`src/rtl/shsat_pkg.sv`:
```
package shsat_pkg;
  typedef enum logic {
    SH_LSL = 1'b0,
    SH_ASR = 1'b1
  } shift_kind_e;
endpackage

```
`src/rtl/shsat_preshift.sv`:
```
module shsat_preshift
  import shsat_pkg::*;
#(
  parameter int DATA_W = 32,
  localparam int AMT_W = $clog2(DATA_W)
) (
  input  logic [DATA_W-1:0] src,
  input  logic              kind,
  input  logic [AMT_W-1:0]  amt,
  output logic [DATA_W-1:0] shifted
);
  localparam logic [AMT_W:0] FULL_AMT = (AMT_W+1)'(DATA_W);

  logic [AMT_W:0] amt_dec;

  // amount decode: zero on the arithmetic path means a full-width shift
  always_comb begin
    amt_dec = {1'b0, amt};
    if ((kind == SH_ASR) && (amt == '0)) begin
      amt_dec = FULL_AMT;
    end
  end

  always_comb begin
    if (kind == SH_LSL) begin
      if (amt_dec >= FULL_AMT) shifted = '0;
      else                     shifted = src << amt_dec;
    end else begin
      if (amt_dec >= FULL_AMT) shifted = {DATA_W{src[DATA_W-1]}};
      else                     shifted = DATA_W'($signed(src) >>> amt_dec);
    end
  end
endmodule

```
`src/rtl/shsat_clamp.sv`:
```
module shsat_clamp #(
  parameter int IN_W = 32,
  localparam int K_W = $clog2(IN_W) + 1
) (
  input  logic [IN_W-1:0] val,
  input  logic [K_W-1:0]  k,
  input  logic            sgn,
  output logic [IN_W-1:0] res,
  output logic            hit
);
  // two guard bits: one for 2^IN_W as a positive bound, one for sign
  localparam int CW = IN_W + 2;

  logic signed [CW-1:0] v_ext;
  logic signed [CW-1:0] pow_k;
  logic signed [CW-1:0] hi_b;
  logic signed [CW-1:0] lo_b;

  always_comb begin
    v_ext = {{2{val[IN_W-1]}}, val};
    pow_k = CW'(1) << k;
    hi_b  = pow_k - CW'(1);
    lo_b  = sgn ? -pow_k : '0;
  end

  always_comb begin
    hit = 1'b0;
    res = val;
    if (v_ext > hi_b) begin
      hit = 1'b1;
      res = hi_b[IN_W-1:0];
    end else if (v_ext < lo_b) begin
      hit = 1'b1;
      res = lo_b[IN_W-1:0];
    end
  end
endmodule

```
`src/rtl/shsat_qflag.sv`:
```
module shsat_qflag (
  input  logic clk,
  input  logic rst_n,
  input  logic set,
  input  logic wr_en,
  input  logic wr_val,
  output logic q
);
  logic q_d;

  always_comb begin
    q_d = wr_en ? wr_val : q;
    if (set) q_d = 1'b1;
  end

  always_ff @(posedge clk or negedge rst_n) begin
    if (!rst_n) q <= 1'b0;
    else        q <= q_d;
  end
endmodule

```
`src/rtl/shsat_unit.sv`:
```
module shsat_unit #(
  parameter int DATA_W  = 32,
  parameter bit REG_OUT = 1'b1,
  localparam int AMT_W  = $clog2(DATA_W),
  localparam int KW     = $clog2(DATA_W) + 1,
  localparam int LANE_W = DATA_W / 2,
  localparam int LKW    = $clog2(LANE_W) + 1,
  localparam int LFW    = $clog2(LANE_W)
) (
  input  logic              clk,
  input  logic              rst_n,
  input  logic              in_valid,
  input  logic [DATA_W-1:0] src,
  input  logic              shift_kind,
  input  logic [AMT_W-1:0]  shift_amt,
  input  logic [KW-1:0]     sat_width,
  input  logic              is_signed,
  input  logic              dual_lane,
  input  logic              q_wr_en,
  input  logic              q_wr_val,
  output logic              out_valid,
  output logic [DATA_W-1:0] result,
  output logic              sat_pulse,
  output logic              q_flag
);
  localparam logic [KW-1:0] K_MAX = KW'(DATA_W);

  logic [DATA_W-1:0] shifted;
  logic [KW-1:0]     k_word;
  logic [LKW-1:0]    k_lane;
  logic [DATA_W-1:0] word_res;
  logic              word_hit;
  logic [DATA_W-1:0] lane_res;
  logic [1:0]        lane_hit;
  logic [DATA_W-1:0] res_d;
  logic              hit_d;

  shsat_preshift #(.DATA_W(DATA_W)) i_preshift (
    .src     (src),
    .kind    (shift_kind),
    .amt     (shift_amt),
    .shifted (shifted)
  );

  always_comb begin
    k_word = (sat_width > K_MAX) ? K_MAX : sat_width;
    k_lane = LKW'(sat_width[LFW-1:0]) + LKW'(1);
  end

  shsat_clamp #(.IN_W(DATA_W)) i_clamp_word (
    .val (shifted),
    .k   (k_word),
    .sgn (is_signed),
    .res (word_res),
    .hit (word_hit)
  );

  for (genvar g = 0; g < 2; g++) begin : g_lane
    shsat_clamp #(.IN_W(LANE_W)) i_clamp_lane (
      .val (src[g*LANE_W +: LANE_W]),
      .k   (k_lane),
      .sgn (is_signed),
      .res (lane_res[g*LANE_W +: LANE_W]),
      .hit (lane_hit[g])
    );
  end

  always_comb begin
    if (dual_lane) begin
      res_d = lane_res;
      hit_d = |lane_hit;
    end else begin
      res_d = word_res;
      hit_d = word_hit;
    end
  end

  shsat_qflag i_qflag (
    .clk    (clk),
    .rst_n  (rst_n),
    .set    (in_valid & hit_d),
    .wr_en  (q_wr_en),
    .wr_val (q_wr_val),
    .q      (q_flag)
  );

  if (REG_OUT) begin : g_reg_out
    logic              vld_q;
    logic              pulse_q;
    logic [DATA_W-1:0] res_q;
    logic              pulse_n;

    always_comb pulse_n = in_valid & hit_d;

    always_ff @(posedge clk or negedge rst_n) begin
      if (!rst_n) begin
        vld_q   <= 1'b0;
        pulse_q <= 1'b0;
      end else begin
        vld_q   <= in_valid;
        pulse_q <= pulse_n;
      end
    end

    always_ff @(posedge clk or negedge rst_n) begin
      if (!rst_n)        res_q <= '0;
      else if (in_valid) res_q <= res_d;
    end

    always_comb begin
      out_valid = vld_q;
      sat_pulse = pulse_q;
      result    = res_q;
    end
  end else begin : g_comb_out
    always_comb begin
      out_valid = in_valid;
      sat_pulse = in_valid & hit_d;
      result    = res_d;
    end
  end
endmodule

```
`config.mk`:
```
export PLATFORM = sky130hd
export DESIGN_NAME = shsat_unit
export DESIGN_NICKNAME = d
export VERILOG_FILES = /design/src/rtl/shsat_pkg.sv /design/src/rtl/shsat_preshift.sv /design/src/rtl/shsat_clamp.sv /design/src/rtl/shsat_qflag.sv /design/src/rtl/shsat_unit.sv
export SDC_FILE = /design/constraint.sdc
export NUM_CORES = 1
export LEC_CHECK = 0
export BUFFER_PORTS_ARGS = -buffer_cell sky130_fd_sc_hd__buf_4
export CAP_MARGIN = 20
export CELL_PAD_IN_SITES_DETAIL_PLACEMENT = 0
export CELL_PAD_IN_SITES_GLOBAL_PLACEMENT = 1
export CORE_MARGIN = 3
export CORE_UTILIZATION = 44
export CTS_CLUSTER_SIZE = 25
export DETAILED_ROUTE_END_ITERATION = 8
export PLACE_DENSITY = 0.85
export SLEW_MARGIN = 5
export SYNTH_ARGS = -nofsm -noshare
export SYNTH_HDL_FRONTEND = slang
export SYNTH_SLANG_ARGS = --single-unit
```
`constraint.sdc`:
```
create_clock -name clk -period 2.2 [get_ports clk]
set_clock_uncertainty 0.2 [all_clocks]
set_input_delay 0 -clock clk [delete_from_list [all_inputs] [get_ports clk]]
set_output_delay 0 -clock clk [all_outputs]
set_load 0.1 [all_outputs]
```
==> results.txt <==
----------------------------------------------------
[Global route]
  Number of global-route vias before repair ... between 10000 and 15000
  Global-route wire length before repair ... approximately 87 mm
  GR met3 Demand/Resource ... a little under an eighth
  Maximum number of pins on one net before global-route repair ... 36
  Met1 Track Usage GR ... roughly half
  Busiest metal layer after global routing ... met2
  Overall overflow remaining after global route ... 0
  Antenna violations before repair ... 0
  Total routing resource utilization after global routing ... about two fifths
  Met2 Use GR ... 60.0%

[Cells and area]
  Fillcell total ... about 1900
  Count of inserted antenna diode cells ... 0
  Final design area excluding fillers ... 17500 sq um
  Layout cell share with drive strength beyond 1 ... between 40% and 50%
  Number of nets in the final layout ... 2179
  Layout Utilization ... between 60 and 70%
  Synthesis-to-finish area growth ... 53.9%

[Pwr]
  Leakage power ... ~8.0 nW
  Clock network power share ... between 10% and 20%
  Worst-case vdd ir drop ... between 0.9 and 1 mV
  Register share of total power ... between 10% and 20%
  Net switching component of the power ... around 5 mW
  Switching part of the total power ... between 50% and 60%
  Total power of the final layout ... about 9 mW
  Power density relative to cell area ... 513 nW/um^2
  Gate power share ... approximately four fifths
  Design internal power ... roughly 4.1 mW

[Synthesis]
  Avg Cell Area, Syn ... 7.73 sq um
  Yosys warning count ... 0
  Number of enable flip-flop cells after synthesis ... 0
  Synth top area share ... 15.4%
  Top FF cell, synth ... sky130_fd_sc_hd__dfrtp_1
  Post-synthesis sequential area ratio ... ~7.7%
  Post-synth ARST share ... 100%
  Ranking of synthesized cells by instance count ... 145 x sky130_fd_sc_hd__nand2_1, 140 x sky130_fd_sc_hd__ha_1, 114 x sky130_fd_sc_hd__nor2_1
  Synth cell types ... 83
  Register bit total from synthesis ... 35
  Gate count of the mapped netlist ... between 1000 and 1500
  Most frequent cell after synthesis ... sky130_fd_sc_hd__nand2_1
  Area leader, netlist ... sky130_fd_sc_hd__ha_1
  Post-Synthesis Cell Area ... around 11000 sq um
  Cell types with the largest area share after synthesis ... sky130_fd_sc_hd__ha_1 15%, sky130_fd_sc_hd__mux4_2 11%, sky130_fd_sc_hd__dfrtp_1 7.7%, sky130_fd_sc_hd__mux2i_1 5.7%, sky130_fd_sc_hd__nand2_1 4.8%

[Clock network]
  Clock root buffer ... sky130_fd_sc_hd__clkbuf_16
  Clock tree from TritonCTS ... built
  Buffer levels on the longest clock path ... 2
  Latest clock arrival within the worst-skew pair ... about 0.3 ns
  Clock transition at path regs ... ~0.07 ns
  Max H-tree Level ... 2
  Total CTS buffers ... 5
  Number of clock sinks seen by CTS ... 35

[STA]
  Worst-case hold slack ... approximately 0.022 ns
  RSZ-0062 raised after global routing ... true
  Portion of the clock cycle consumed by the worst path in the final layout ... 198%
  Number of failing setup endpoints in the final timing report ... 34
  Highest achievable clock rate ... about 230 MHz
  Headroom to the max-slew limit ... approximately 41%
  Final Critical Period ... about 4.4 ns
  Total negative slack ... -71.03 ns
  Number of pins exceeding their max-slew limit in the final report ... 0
  Endpoints failing hold ... 0
  Fin worst setup slack ... -2.16 ns
  Actual slew at the worst max-slew pin ... 0.882 ns

[Status]
  Outcome ... complete, but fails checks
  Violated checks ... negative setup slack

[Detailed routing]
  Detailed Routing Iterations Pass 1 ... 8
  Remaining DRCs ... 0
  Count of nets left with antenna violations after detail routing ... 0
  Per-cell routed wire length ... approximately 26 um
  Number of vias per cell ... 6.91
  Initial DRC Count ... around 2800
  Number of vias in the routed layout ... approximately 16000
  Total Routed Length ... roughly 61 mm

[Worst setup path]
  Worst-path fanout max ... 14
  Crit path capture type ... flop
  Critical setup path kind ... in2reg
  WP data required ... 2.22 ns
  Worst setup SP type ... primary input
  Arrival time at the worst endpoint ... 4.39 ns

[Placed design]
  Area after detailed placement ... ~16000 sq um
  RePlAce Congestion ... ~1.1
  Buffers added on ports ... 85
  DPL Wire Length ... roughly 46 mm

[Floorplan]
  Placeable core region ... around 25000 sq um
  Die boundary width ... roughly 170 um
  Initial Util ... 45.0%
  Std cell rows ... 58
  Die boundary height ... about 170 um
  Ports placed on the boundary ... 86
  Full die area ... roughly 28000 sq um

[Run]
  Count of maximum capacitance violations ... 0

[Hold path]
  Hold Crit Class ... in2async

----------------------------------------------------
## per-layer routing
layer	vias to the layer above	wire length [um]
li1	6734	-
met1	7439	21200
met2	1403	25400
met3	449	8950
met4	0	5240
met5	-	0
## registers in the layout, summed over array words and instances (netlist names)
signal / cells
result: 32
i_qflag.q: 1
out_valid: 1
sat_pulse: 1
## power by group through the flow
stage               clock network (mW)  registers (mW)  logic, mW
floorplan                            0            2.10       2.67
global placement                     0           0.978       6.15
detailed placement                   0           0.971       6.27
CTS                              0.882           0.964       6.45
global route                     0.901           0.990       7.36
finish                           0.901           0.995       7.10
## layout make-up
type,count,area [sq um],area share [%]
multi-input cells,1269,10900,62.0
well taps,330,413,2.35
repair buffers,623,4990,28.5
clock buffers,5,125,0.713
clock inverters,3,47.5,0.271
inverters,54,208,1.18
flip-flops and latches,35,876,4.99
## cells by family (layout without fill, tap and decap cells)
| logic type | count (synthesis) | in the layout | synth area share (%) |
|---|---|---|---|
| flops | 35 | 35 | 7.68 |
| mux | 161 | 161 | 20.9 |
| buf+inv | 176 | 685 | 6.37 |
| compound gates | 472 | 472 | 28.5 |
| fa+ha+maj | 141 | 141 | 15.5 |
| simple gates | 469 | 469 | 19.6 |
| other cells | 1 | 7 | 0.0329 |
| xor+xnor | 19 | 19 | 1.46 |
## placed cells by master (no fill, tap or decap), drive strengths merged, types with 32 or more instances in the layout
cell type  instances
a21o              45
a21oi            106
buf              617
dfrtp             35
ha               140
inv               50
mux2              38
mux2i             65
mux4              58
nand2            145
nand3             50
nor2             114
nor3              32
o211ai            32
o21ai             89
## critical path, stage by stage
cell                       delay [ns]
sky130_fd_sc_hd__buf_12          0.12
sky130_fd_sc_hd__buf_12          0.15
sky130_fd_sc_hd__buf_4           0.15
sky130_fd_sc_hd__nor2_1          0.31
sky130_fd_sc_hd__mux2i_1         0.32
sky130_fd_sc_hd__and2_1          0.18
sky130_fd_sc_hd__o31ai_1         0.07
sky130_fd_sc_hd__buf_4           0.16
sky130_fd_sc_hd__a21oi_1         0.18
sky130_fd_sc_hd__a21oi_2         0.09
sky130_fd_sc_hd__buf_4           0.15
sky130_fd_sc_hd__ha_1            0.27
sky130_fd_sc_hd__nand4_1         0.19
sky130_fd_sc_hd__nor4_4          0.29
sky130_fd_sc_hd__buf_4           0.19
sky130_fd_sc_hd__o221ai_4        0.11
sky130_fd_sc_hd__a311oi_2        0.35
sky130_fd_sc_hd__maj3_2          0.29
sky130_fd_sc_hd__o21ai_4         0.14
sky130_fd_sc_hd__buf_6           0.18
sky130_fd_sc_hd__or3_1           0.38
sky130_fd_sc_hd__o211ai_1        0.10
## what timing repair did
action | in CTS | in global routing
pin swaps | 18 | 40
gates cloned | 0 | 2
gates resized for setup | 58 | 133
buffers inserted | 10 | 25
endpoints found under the setup margin | 34 | 34
endpoints found under the hold margin | 46 | 0
hold buffers | 5 | 0
## worst paths after layout
| kind | startpoint | cells after the start | slack (ns) | end |
|---|---|---|---|---|
| setup / recovery | shift_amt[0] | 22 | -2.16 | result[4] |
| hold / removal | rst_n | 2 | 0.02 | result[27] |
| setup reg to reg | result[19] | 3 | 0.75 | result[19] |
| hold reg to reg | result[24] | 2 | 0.33 | result[24] |
| max in group asynchronous | rst_n | 2 | 1.41 | result[2] |
| min in group clk | sat_width[4] | 5 | 0.09 | result[3] |
## stage by stage
stage | instances | setup slack (ns)
finish | 2319 | -2.16
detailed placement | 2270 | -2.62
CTS | 2293 | -1.99
global route | 2319 | -2.36
global placement | 2270 | -2.53
floorplan | 1480 | -1.98
(Power assumes the default switching activity.)
